### src/rtl/clkmode_pkg.sv
package clkmode_pkg;
    localparam int FIELD_W = 3;

    typedef logic [FIELD_W-1:0] field_t;

    typedef struct packed {
        logic pll_en;
        logic path_normal;
        logic ref_xtal;
        logic rsv_err;
    } dec_t;

    typedef struct packed {
        field_t field;
        dec_t   dec;
    } state_t;
endpackage

### src/rtl/clkmode_wrmask.sv
module clkmode_wrmask
    import clkmode_pkg::*;
(
    input  field_t cur_i,
    input  field_t wr_i,
    output field_t nxt_o
);
    field_t masked;

    always_comb begin
        masked = wr_i;
        // bit 1 may not drop while bit 0 is currently set
        if (cur_i[0] && !wr_i[1]) begin
            masked[1] = 1'b1;
        end
        // a write landing on the reserved code is discarded whole
        if (masked[1:0] == 2'b01) begin
            nxt_o = cur_i;
        end else begin
            nxt_o = masked;
        end
    end
endmodule

### src/rtl/clkmode_decode.sv
module clkmode_decode
    import clkmode_pkg::*;
(
    input  field_t field_i,
    output dec_t   dec_o
);
    always_comb begin
        dec_o.pll_en      = field_i[1];
        dec_o.path_normal = field_i[1] & field_i[0];
        dec_o.ref_xtal    = field_i[2];
        dec_o.rsv_err     = field_i[0] & ~field_i[1];
    end
endmodule

### src/rtl/clkmode_ctl.sv
module clkmode_ctl
    import clkmode_pkg::*;
#(
    parameter int RD_W = 8
) (
    input  logic                 clk,
    input  logic                 rst_n,
    input  logic                 strap_xtal,
    input  logic                 wr_en,
    input  logic [FIELD_W-1:0]   wr_data,
    output logic [RD_W-1:0]      rd_data,
    output logic                 pll_en_o,
    output logic                 path_normal_o,
    output logic                 ref_xtal_o,
    output logic                 rsv_err_o
);
    localparam int PAD_W = RD_W - FIELD_W;

    state_t st_d, st_q;
    field_t masked_nx;
    dec_t   dec_nx;

    clkmode_wrmask u_wrmask (
        .cur_i (st_q.field),
        .wr_i  (wr_data),
        .nxt_o (masked_nx)
    );

    clkmode_decode u_decode (
        .field_i (st_d.field),
        .dec_o   (dec_nx)
    );

    always_comb begin
        st_d = st_q;
        if (wr_en) begin
            st_d.field = masked_nx;
        end
        st_d.dec = dec_nx;
    end

    always_ff @(posedge clk) begin
        if (!rst_n) begin
            st_q.field <= {strap_xtal, 2'b10};
            st_q.dec   <= '{pll_en: 1'b1, path_normal: 1'b0,
                            ref_xtal: strap_xtal, rsv_err: 1'b0};
        end else begin
            st_q <= st_d;
        end
    end

    generate
        if (PAD_W > 0) begin : g_pad
            assign rd_data = {{PAD_W{1'b0}}, st_q.field};
        end else begin : g_nopad
            assign rd_data = st_q.field[RD_W-1:0];
        end
    endgenerate

    assign pll_en_o      = st_q.dec.pll_en;
    assign path_normal_o = st_q.dec.path_normal;
    assign ref_xtal_o    = st_q.dec.ref_xtal;
    assign rsv_err_o     = st_q.dec.rsv_err;

    // reset loads bypass-with-PLL-running and the strap level
    a_r1_reset_value: assert property (@(posedge clk) disable iff (!rst_n)
        $rose(rst_n) |-> (st_q.field[1:0] == 2'b10 && pll_en_o && !path_normal_o))
        else $error("R1 reset value");

    // bit 1 is kept while bit 0 is set
    a_r3_bit1_kept: assert property (@(posedge clk) disable iff (!rst_n)
        (wr_en && st_q.field[0]) |=> st_q.field[1])
        else $error("R3 bit 1 cleared");

    // the stored field never holds the reserved code
    a_r4_no_reserved: assert property (@(posedge clk) disable iff (!rst_n)
        !(st_q.field[1:0] == 2'b01) && !rsv_err_o)
        else $error("R4 reserved stored");

    // without a write, field and outputs hold
    a_r9_hold: assert property (@(posedge clk) disable iff (!rst_n)
        !wr_en |=> ($stable(st_q.field) && $stable(path_normal_o) && $stable(ref_xtal_o)))
        else $error("R9 hold");

    // registered normal-path output matches the stored field
    a_r6_normal_path: assert property (@(posedge clk) disable iff (!rst_n)
        path_normal_o == (rd_data[1:0] == 2'b11))
        else $error("R6 path decode");

    // enable and reference outputs track the stored field
    a_r5_r7_track: assert property (@(posedge clk) disable iff (!rst_n)
        (pll_en_o == rd_data[1]) && (ref_xtal_o == rd_data[2]))
        else $error("R5 R7 decode");
endmodule

### config.mk
export PLATFORM = sky130hd
export DESIGN_NAME = clkmode_ctl
export DESIGN_NICKNAME = d
export VERILOG_FILES = /design/src/rtl/clkmode_pkg.sv /design/src/rtl/clkmode_wrmask.sv /design/src/rtl/clkmode_decode.sv /design/src/rtl/clkmode_ctl.sv
export SDC_FILE = /design/constraint.sdc
export NUM_CORES = 1
export LEC_CHECK = 0
export BUFFER_PORTS_ARGS = -buffer_cell sky130_fd_sc_hd__buf_2
export CAP_MARGIN = 10
export CORE_AREA = 2 2 39 41
export CTS_BUF_LIST = sky130_fd_sc_hd__clkbuf_8
export CTS_CLUSTER_SIZE = 24
export DETAILED_ROUTE_END_ITERATION = 8
export DIE_AREA = 0 0 41 43
export RECOVER_POWER = 50
export SLEW_MARGIN = 20
export SYNTH_ARGS = -nofsm -noshare
export SYNTH_HDL_FRONTEND = slang
export SYNTH_SLANG_ARGS = --single-unit
### constraint.sdc
create_clock -name clk -period 1 [get_ports clk]
set_input_delay 0 -clock clk [delete_from_list [all_inputs] [get_ports clk]]
set_output_delay 0 -clock clk [all_outputs]
set_load 0.1 [all_outputs]
# [Word level (Yosys, flattened, before mapping)]
# Index checks and enable logic that the tools add are counted.
[classes] eq_ne=1 muxes=4 n_bitwise=3 reduce_logical=2
[op_table] cell="$mux 7" count=1
[op_table] cell="$mux 3" count=2
[op_table] cell="$and 1x1->1" count=2
[op_table] cell="$eq 2x1->1 const B" count=1
[op_table] cell="$logic_and 1x1->1" count=1
[op_table] cell="$logic_not 1->1" count=1
[op_table] cell="$mux 1" count=1
[op_table] cell="$not 1->1" count=1
[word_totals] register_bits=7 input_bits=7

# [Longest topological paths before layout]
# Gate-level depths: netlist of the first run.
[logic_depth] depth_word=9 mapped_depth=2 mapped_depth_nobuf=2

# [By module]
# From an unflattened synthesis of the first run, not the netlist that was laid out.
[hier_totals] cells_unflattened=32 area_unflattened_um2=356.6
[by_module_without_submodules] mod="clkmode_ctl" n_inst=1 cells_per_inst=24 area_per_inst_um2=280.3 seq_area_each_um2=140.1
[by_module_without_submodules] mod="clkmode_wrmask" n_inst=1 cells_per_inst=4 area_per_inst_um2=45.0 seq_area_each_um2=0.0
[by_module_without_submodules] mod="clkmode_decode" n_inst=1 cells_per_inst=4 area_per_inst_um2=31.3 seq_area_each_um2=0.0

# [Least setup slack after synthesis of the first run]
# Ideal clock, no wire load.
[synth_timing] path_type="reg2reg" from="register st_q, in the netlist rd_data[0]" to="register st_q, in the netlist rd_data[2] (enable)" setup_ps=310 t_arrival_ps=1316 required_time_ps=690 setup_slack_ps=-626 path_stages_with_launch=3 path_buffers=0 cell_sequence="dfxtp_1 -> nor3b_2 -> o21ai_0"
[synth_between] elab_chain_cells=6
[synth_lines] element="start: declaration" line_no="clkmode_ctl.sv:19" rtl="state_t st_d, st_q;"
[synth_lines] element="start signal: assignment" line_no="clkmode_ctl.sv:48" rtl="st_q <= st_d;"
[synth_lines] element="$logic_and 1x1->1" line_no="clkmode_wrmask.sv:13" rtl="if (cur_i[0] && !wr_i[1]) begin"
[synth_lines] element="$mux 1" line_no="clkmode_wrmask.sv:13"
[synth_lines] element="$eq 2x1->1" line_no="clkmode_wrmask.sv:17" rtl="if (masked[1:0] == 2'b01) begin"
[synth_lines] element="$mux 3" line_no="clkmode_wrmask.sv:17"
[synth_lines] element="$mux 3" line_no="clkmode_ctl.sv:36" rtl="if (wr_en) begin"
[synth_lines] element="$mux 7" line_no="clkmode_ctl.sv:43" rtl="if (!rst_n) begin"
# Every way passes these cells.
# A chain may end at the register's enable or synchronous reset.

# [Worst setup path after layout of the first run]
# Same ends and word-level chain as after synthesis.

==> metrics, run 1 <==
outcome complete, no violations; Comb power frac between 30 and 40%; Synth Register Bits 5; Final TNS setup 0 ns; async set or reset register ratio after synthesis 0%; final-stage net count 51; vias in the first global route about 180; amount of wire on met2 after detailed routing 251 um; net switching power figure about 0.00034 W; root buffer cell sky130_fd_sc_hd__clkbuf_8; top metal layer carrying routed signals met3; register-to-register setup slack roughly 0.089 ns; worst ir drop on vdd 538 uV; timing startpoint of the critical path rd_data[0]$_SDFF_PN0_; CTS tree built; number of fillers in the final layout 147; insertion delay to the later sink of the worst-skew pair 0.22 ns; clk slew on worst S/H paths 0.04 ns; register share of total power 26.0%; total number of vias 226; count of cells along the worst hold path 2; drt total wl 527 um; design internal power about 0.00055 W; antenna violations before repair 0; die boundary width 41 um; Post-synth top flop sky130_fd_sc_hd__dfxtp_1; Wirelength per Cell 8.93 um; placed cell count 55; Final HPWL DP ~410 um; switch share 38.2%; Placement Rows 14; post-synthesis instance area 282 um2; post-route antenna net violation count 0; biggest fanout along the worst timing path 7; Worst Path Required 0.92 ns; cell taking the most area after synthesis sky130_fd_sc_hd__dfxtp_1; number of setup buffers added after CTS 0; Hold Vio Cnt, Final 0; number of cells on the worst reg-to-reg path 2; Leak Pwr 0.211 nW; final period demand of the worst path 0.911 ns; met3 WL 59 um; global-route wire length before repair 765 um; weighted congestion at the end of routability-driven global placement 0.797; number of resized instances in the post-cts repair step 0; number of enable-type register cells in the synthesized netlist 1; ratio of final minimum period to clock period about 91%; cell area power density 2000 nW/um2; Post-Syn Area per Cell 9.71 um2; maximum number of pins on one net before global-route repair 8; most frequent cells after synthesis 7 x sky130_fd_sc_hd__buf_4, 4 x sky130_fd_sc_hd__dfxtp_1, 3 x sky130_fd_sc_hd__inv_1; number of distinct library cells after synthesis 15; level count of the clock H-tree 1; Diodes inserted 0; MaxCap Viol Count 0; Residual DRC 0; Vert. Die Dim 43 um; core footprint between 1000 and 1500 um2; hold slack roughly 0.031 ns; fraction of synthesized cell area taken by the top area cell type ~28%; number of hold buffers added after CTS 0; largest cells by area after synthesis sky130_fd_sc_hd__dfxtp_1 28%, sky130_fd_sc_hd__buf_4 19%, sky130_fd_sc_hd__edfxtp_1 11%; launch point of the worst reg-to-reg path rd_data[0]$_SDFF_PN0_; setup skew after layout between 0.0006 and 0.0007 ns; Arr. time, crit path ~0.83 ns; Sink Count 5; total count of max-transition violations in the final report 0; Tot GR Track Use 7.14%; count of pins on the block boundary 19; highest achievable clock rate around 1100 MHz; cell with the most instances after synthesis sky130_fd_sc_hd__buf_4; Area Overhead vs Synth 59.6%; worst hold path startpoint rst_n; clock buffer count from CTS 3; ratio of cells with drive above 1 in the final layout 46.5%; number of port buffers 13; metal1 wirelength between 200 and 250 um; Worst Setup Path Type reg2reg; RSZ-0062 raised after global routing false; number of endpoints failing setup at the final stage 0; end-of-flow core utilization about a third; class of the tightest hold or removal check in2reg; Starting Density approximately a fifth; Hold Crit Endpoint pll_en_o$_SDFF_PN1_; fraction of the yosys area taken by sequential cells between 30% and 40%; startpoint class of the critical path flop; post-DR vias/cell around 3.8; Synthesis Warnings 0; number of iterations in the first detailed-routing pass 2; reg-to-reg endpoint rd_data[2]$_DFFE_PP_; gr ovfl total 0; clock power share 40.4%; deepest clock path buffer count 2; Non-Filler Instances ~60; die footprint about 1800 um2; number of DRC violations after detailed-routing iteration 0 4; post-synthesis instance total 29; endpoint class of the critical path flop
power by group through the flow:
stage	sequential (W)	combinational [W]	clock (W)
3_3_place_gp	0.000237	0.000312	0
6_report	0.000233	0.000302	0.000362
2_1_floorplan	0.000304	0.000182	0
3_5_place_dp	0.000238	0.000313	0
5_1_grt	0.000235	0.000310	0.000404
4_1_cts	0.000235	0.000312	0.000373
cell type report:
cell class	count	area (um2)	share of cell area [%]
clock inverters	1	3.75	0.836
inverters	3	11.3	2.51
multi-input cells	18	123	27.3
clock buffers	3	41.3	9.19
repair buffers	13	136	30.4
well taps	16	20.0	4.46
flip-flops and latches	5	114	25.3
kinds of logic after synthesis:
group,count (synthesis),share of synthesized area (%)
other,1,1.33
buffers and inverters,10,22.7
AO/OA/AOI/OAI,7,15.6
flip-flops,5,39.1
AND/OR/NAND/NOR,6,21.3
through the flow:
step                      instance area [um2]  total power, W  worst slack (ns)
after CTS                                 487        0.000920            0.0866
after detailed placement                  442        0.000550            0.0948
after global routing                      449        0.000948            0.0548
final                                     449        0.000897            0.0894
after global placement                    442        0.000548             0.115
after floorplan                           317        0.000486            -0.226
registers in the layout, summed over array words and instances, names as in the netlist:
register and count:
rsv_err_o 1, path_normal_o 1, rd_data 2, pll_en_o 1
critical path, stage by stage, from the launching register on:
cell	delay [ns]
sky130_fd_sc_hd__dfxtp_4	0.39
sky130_fd_sc_hd__nor3b_2	0.06
sky130_fd_sc_hd__o21ai_0	0.16
routing by layer:
| layer | vias to the layer above | GRT usage, % |
|---|---|---|
| met5 | - | 0 |
| met4 | 0 | 10.0 |
| met3 | 0 | 1.57 |
| met2 | 13 | 8.13 |
| met1 | 98 | 8.71 |
| li1 | 115 | - |
worst max path at each step:
stage / endpoint / cells after the start
after global placement: rd_data[2]$_DFFE_PP_ / 2
final: rd_data[2]$_DFFE_PP_ / 2
after global routing: rd_data[1] / 1
after detailed placement: rd_data[2]$_DFFE_PP_ / 2
after CTS: rd_data[2]$_DFFE_PP_ / 2
after floorplan: rd_data[2] / 1
placed cells by master, fill, tap and decap left out, drive strengths merged:
master,instances
buf,11
conb,5
clkbuf,5
inv,4
dfxtp,4
nor3b,2
o21ai,2
o211ai,2
nand3,1
o22ai,1
nor2b,1
nand3b,1
a21boi,1
and4,1
a21oi,1
edfxtp,1
Note: power is estimated with default switching activity, not from simulation.
==> run 2: changes to the inputs <==
--- a/config.mk
+++ b/config.mk
@@ -13,6 +13,7 @@
 export DETAILED_ROUTE_END_ITERATION = 8
 export DIE_AREA = 0 0 41 43
 export RECOVER_POWER = 50
+export REMOVE_ABC_BUFFERS = 1
 export SLEW_MARGIN = 20
 export SYNTH_ARGS = -nofsm -noshare
 export SYNTH_HDL_FRONTEND = slang
==> run 2 against run 1 <==
  * Fmax down 1.4%
  * Hold slack worse by 0.0078 ns
  * Wire length grew 2.3%
  * Non-clock buffer count up 2
  * Via count grew 8.0%
  * Clock skew increased by 0.0031 ns
  * Global-route usage is 1.5 points higher
  * Critical path depth stayed put
  * Critical path type unchanged
  * Largest cell class unchanged
  * Sequential cell count stayed put
  * Die area stayed put
==> metrics, run 2 (synthesis gave the netlist of run 1 again) <==
Placement Rows 14; gr ovfl total 0; level count of the clock H-tree 1; die footprint 1760 um2; Critical Path, Cell by Cell nor3b_1 -> o22ai_1; Final TNS setup 0 ns; Largest stage delay, worst path ~0.30 ns; drt total wl 539 um; number of port buffers 13; ratio of final minimum period to clock period 92.4%; final period demand of the worst path approximately 0.92 ns; clk slew on worst S/H paths 0.04 ns; weighted congestion at the end of routability-driven global placement 0.770; worst ir drop on vdd 844 uV; top cell family by delay on the critical path flip-flops; Sink Count 5; final-stage net count 53; setup skew after layout about 0.0038 ns; Residual DRC 0; MaxCap Viol Count 0; Critical path buffers and inverters 0; end-of-flow core utilization 33.6%; number of endpoints failing setup at the final stage 0; number of resized instances in the post-cts repair step 0; Tot GR Track Use a little under 9%; Leak Pwr roughly 0.22 nW; insertion delay to the later sink of the worst-skew pair 0.22 ns; cell area power density 1980 nW/um2; outcome complete, no violations; class of the tightest hold or removal check in2reg; number of iterations in the first detailed-routing pass 3; root buffer cell sky130_fd_sc_hd__clkbuf_8; commonest cells after routing, fill and taps aside 6 x sky130_fd_sc_hd__buf_2, 5 x sky130_fd_sc_hd__conb_1, 5 x sky130_fd_sc_hd__buf_12; Starting Density 20.3%; total count of max-transition violations in the final report 0; startpoint class of the critical path flop; CTS tree built; RSZ-0062 raised after global routing false; global-route wire length before repair between 800 and 900 um; post-placement cell area 449 um2; Worst Path Required 0.96 ns; post-route antenna net violation count 0; final instance area 465 um2; core footprint about 1400 um2; vias in the first global route roughly 210; register-to-register setup slack 0.08 ns; number of hold buffers added after CTS 0; highest achievable clock rate between 1000 and 1500 MHz; Arr. time, crit path 0.89 ns; Diodes inserted 0; total number of vias 244; number of fillers in the final layout 150; deepest clock path buffer count 2; Worst Setup Path Type reg2reg; Vert. Die Dim 43 um; post-DR vias/cell approximately 4.0; ratio of cells with drive above 1 in the final layout 46.7%; clock buffer count from CTS 3; die boundary width 41 um; biggest fanout along the worst timing path 2; Wirelength per Cell 8.84 um; count of pins on the block boundary 19; Largest register FFs 2; number of setup buffers added after CTS 0; slowest CP cell sky130_fd_sc_hd__dfxtp_1; Area Overhead vs Synth 65.3%; maximum number of pins on one net before global-route repair 8; Hold Vio Cnt, Final 0; total power of the final layout roughly 0.00092 W; most common library cell in the layout ignoring fill and taps sky130_fd_sc_hd__buf_2; antenna violations before repair 0; Final HPWL DP about 420 um; number of DRC violations after detailed-routing iteration 0 1; endpoint class of the critical path flop
-- run 2: cell count changes in the layout (fill, tap and decap cells not counted), sizes merged --
| cell | before | now |
|---|---|---|
| buf | 11 | 13 |
| clkinv | 0 | 1 |
| inv | 4 | 3 |
-- run 2: final timing paths --
kind | start | end | cells past startpoint
setup / recovery | rd_data[0]$_SDFF_PN0_ | rd_data[2]$_DFFE_PP_ | 2
hold / removal | rst_n | pll_en_o$_SDFF_PN1_ | 2
setup reg to reg | rd_data[0]$_SDFF_PN0_ | rd_data[2]$_DFFE_PP_ | 2
hold reg to reg | pll_en_o$_SDFF_PN1_ | path_normal_o$_SDFF_PN0_ | 2
-- run 2: stage by stage --
step	instances	setup WS [ns]	hold WS, ns
4_1_cts	61	0.104	0.0206
2_1_floorplan	26	-1.09	0.0889
6_report	61	0.0762	0.0235
3_5_place_dp	57	0.142	0.256
3_3_place_gp	57	0.168	0.251
5_1_grt	61	0.0316	0.0470
-- run 2: routing by layer --
metal | global-route usage (%) | share of wire [%] | up-vias
met5 | 0 | 0 | -
met4 | 10.0 | 3.5 | 0
met3 | 6.28 | 15 | 2
met2 | 9.38 | 43 | 17
met1 | 9.45 | 39 | 106
li1 | - | - | 119
-- run 2: layout make-up --
type | count | area, um2 | share of cell area [%]
Clock buffer | 3 | 41.3 | 8.87
Clock inverter | 1 | 5.00 | 1.08
Inverter | 3 | 11.3 | 2.42
Multi-Input combinational cell | 18 | 118 | 25.3
Sequential cell | 5 | 110 | 23.7
Tap cell | 16 | 20.0 | 4.30
Timing Repair Buffer | 15 | 160 | 34.4
-- run 2: power by group --
group / total, W / switching (W) / internal, W
clock network: 0.000375 / 0.000107 / 0.000268
logic: 0.000319 / 0.000236 / 0.0000831
registers: 0.000227 / 0.00000838 / 0.000218
-- run 2: worst reg2reg max path, delay by kind of cell (launching register included) --
family,cells,cell delay [ns]
DFF,1,0.30
and+or+nand+nor,1,0.25
AOI/OAI and AO/OA,1,0.12
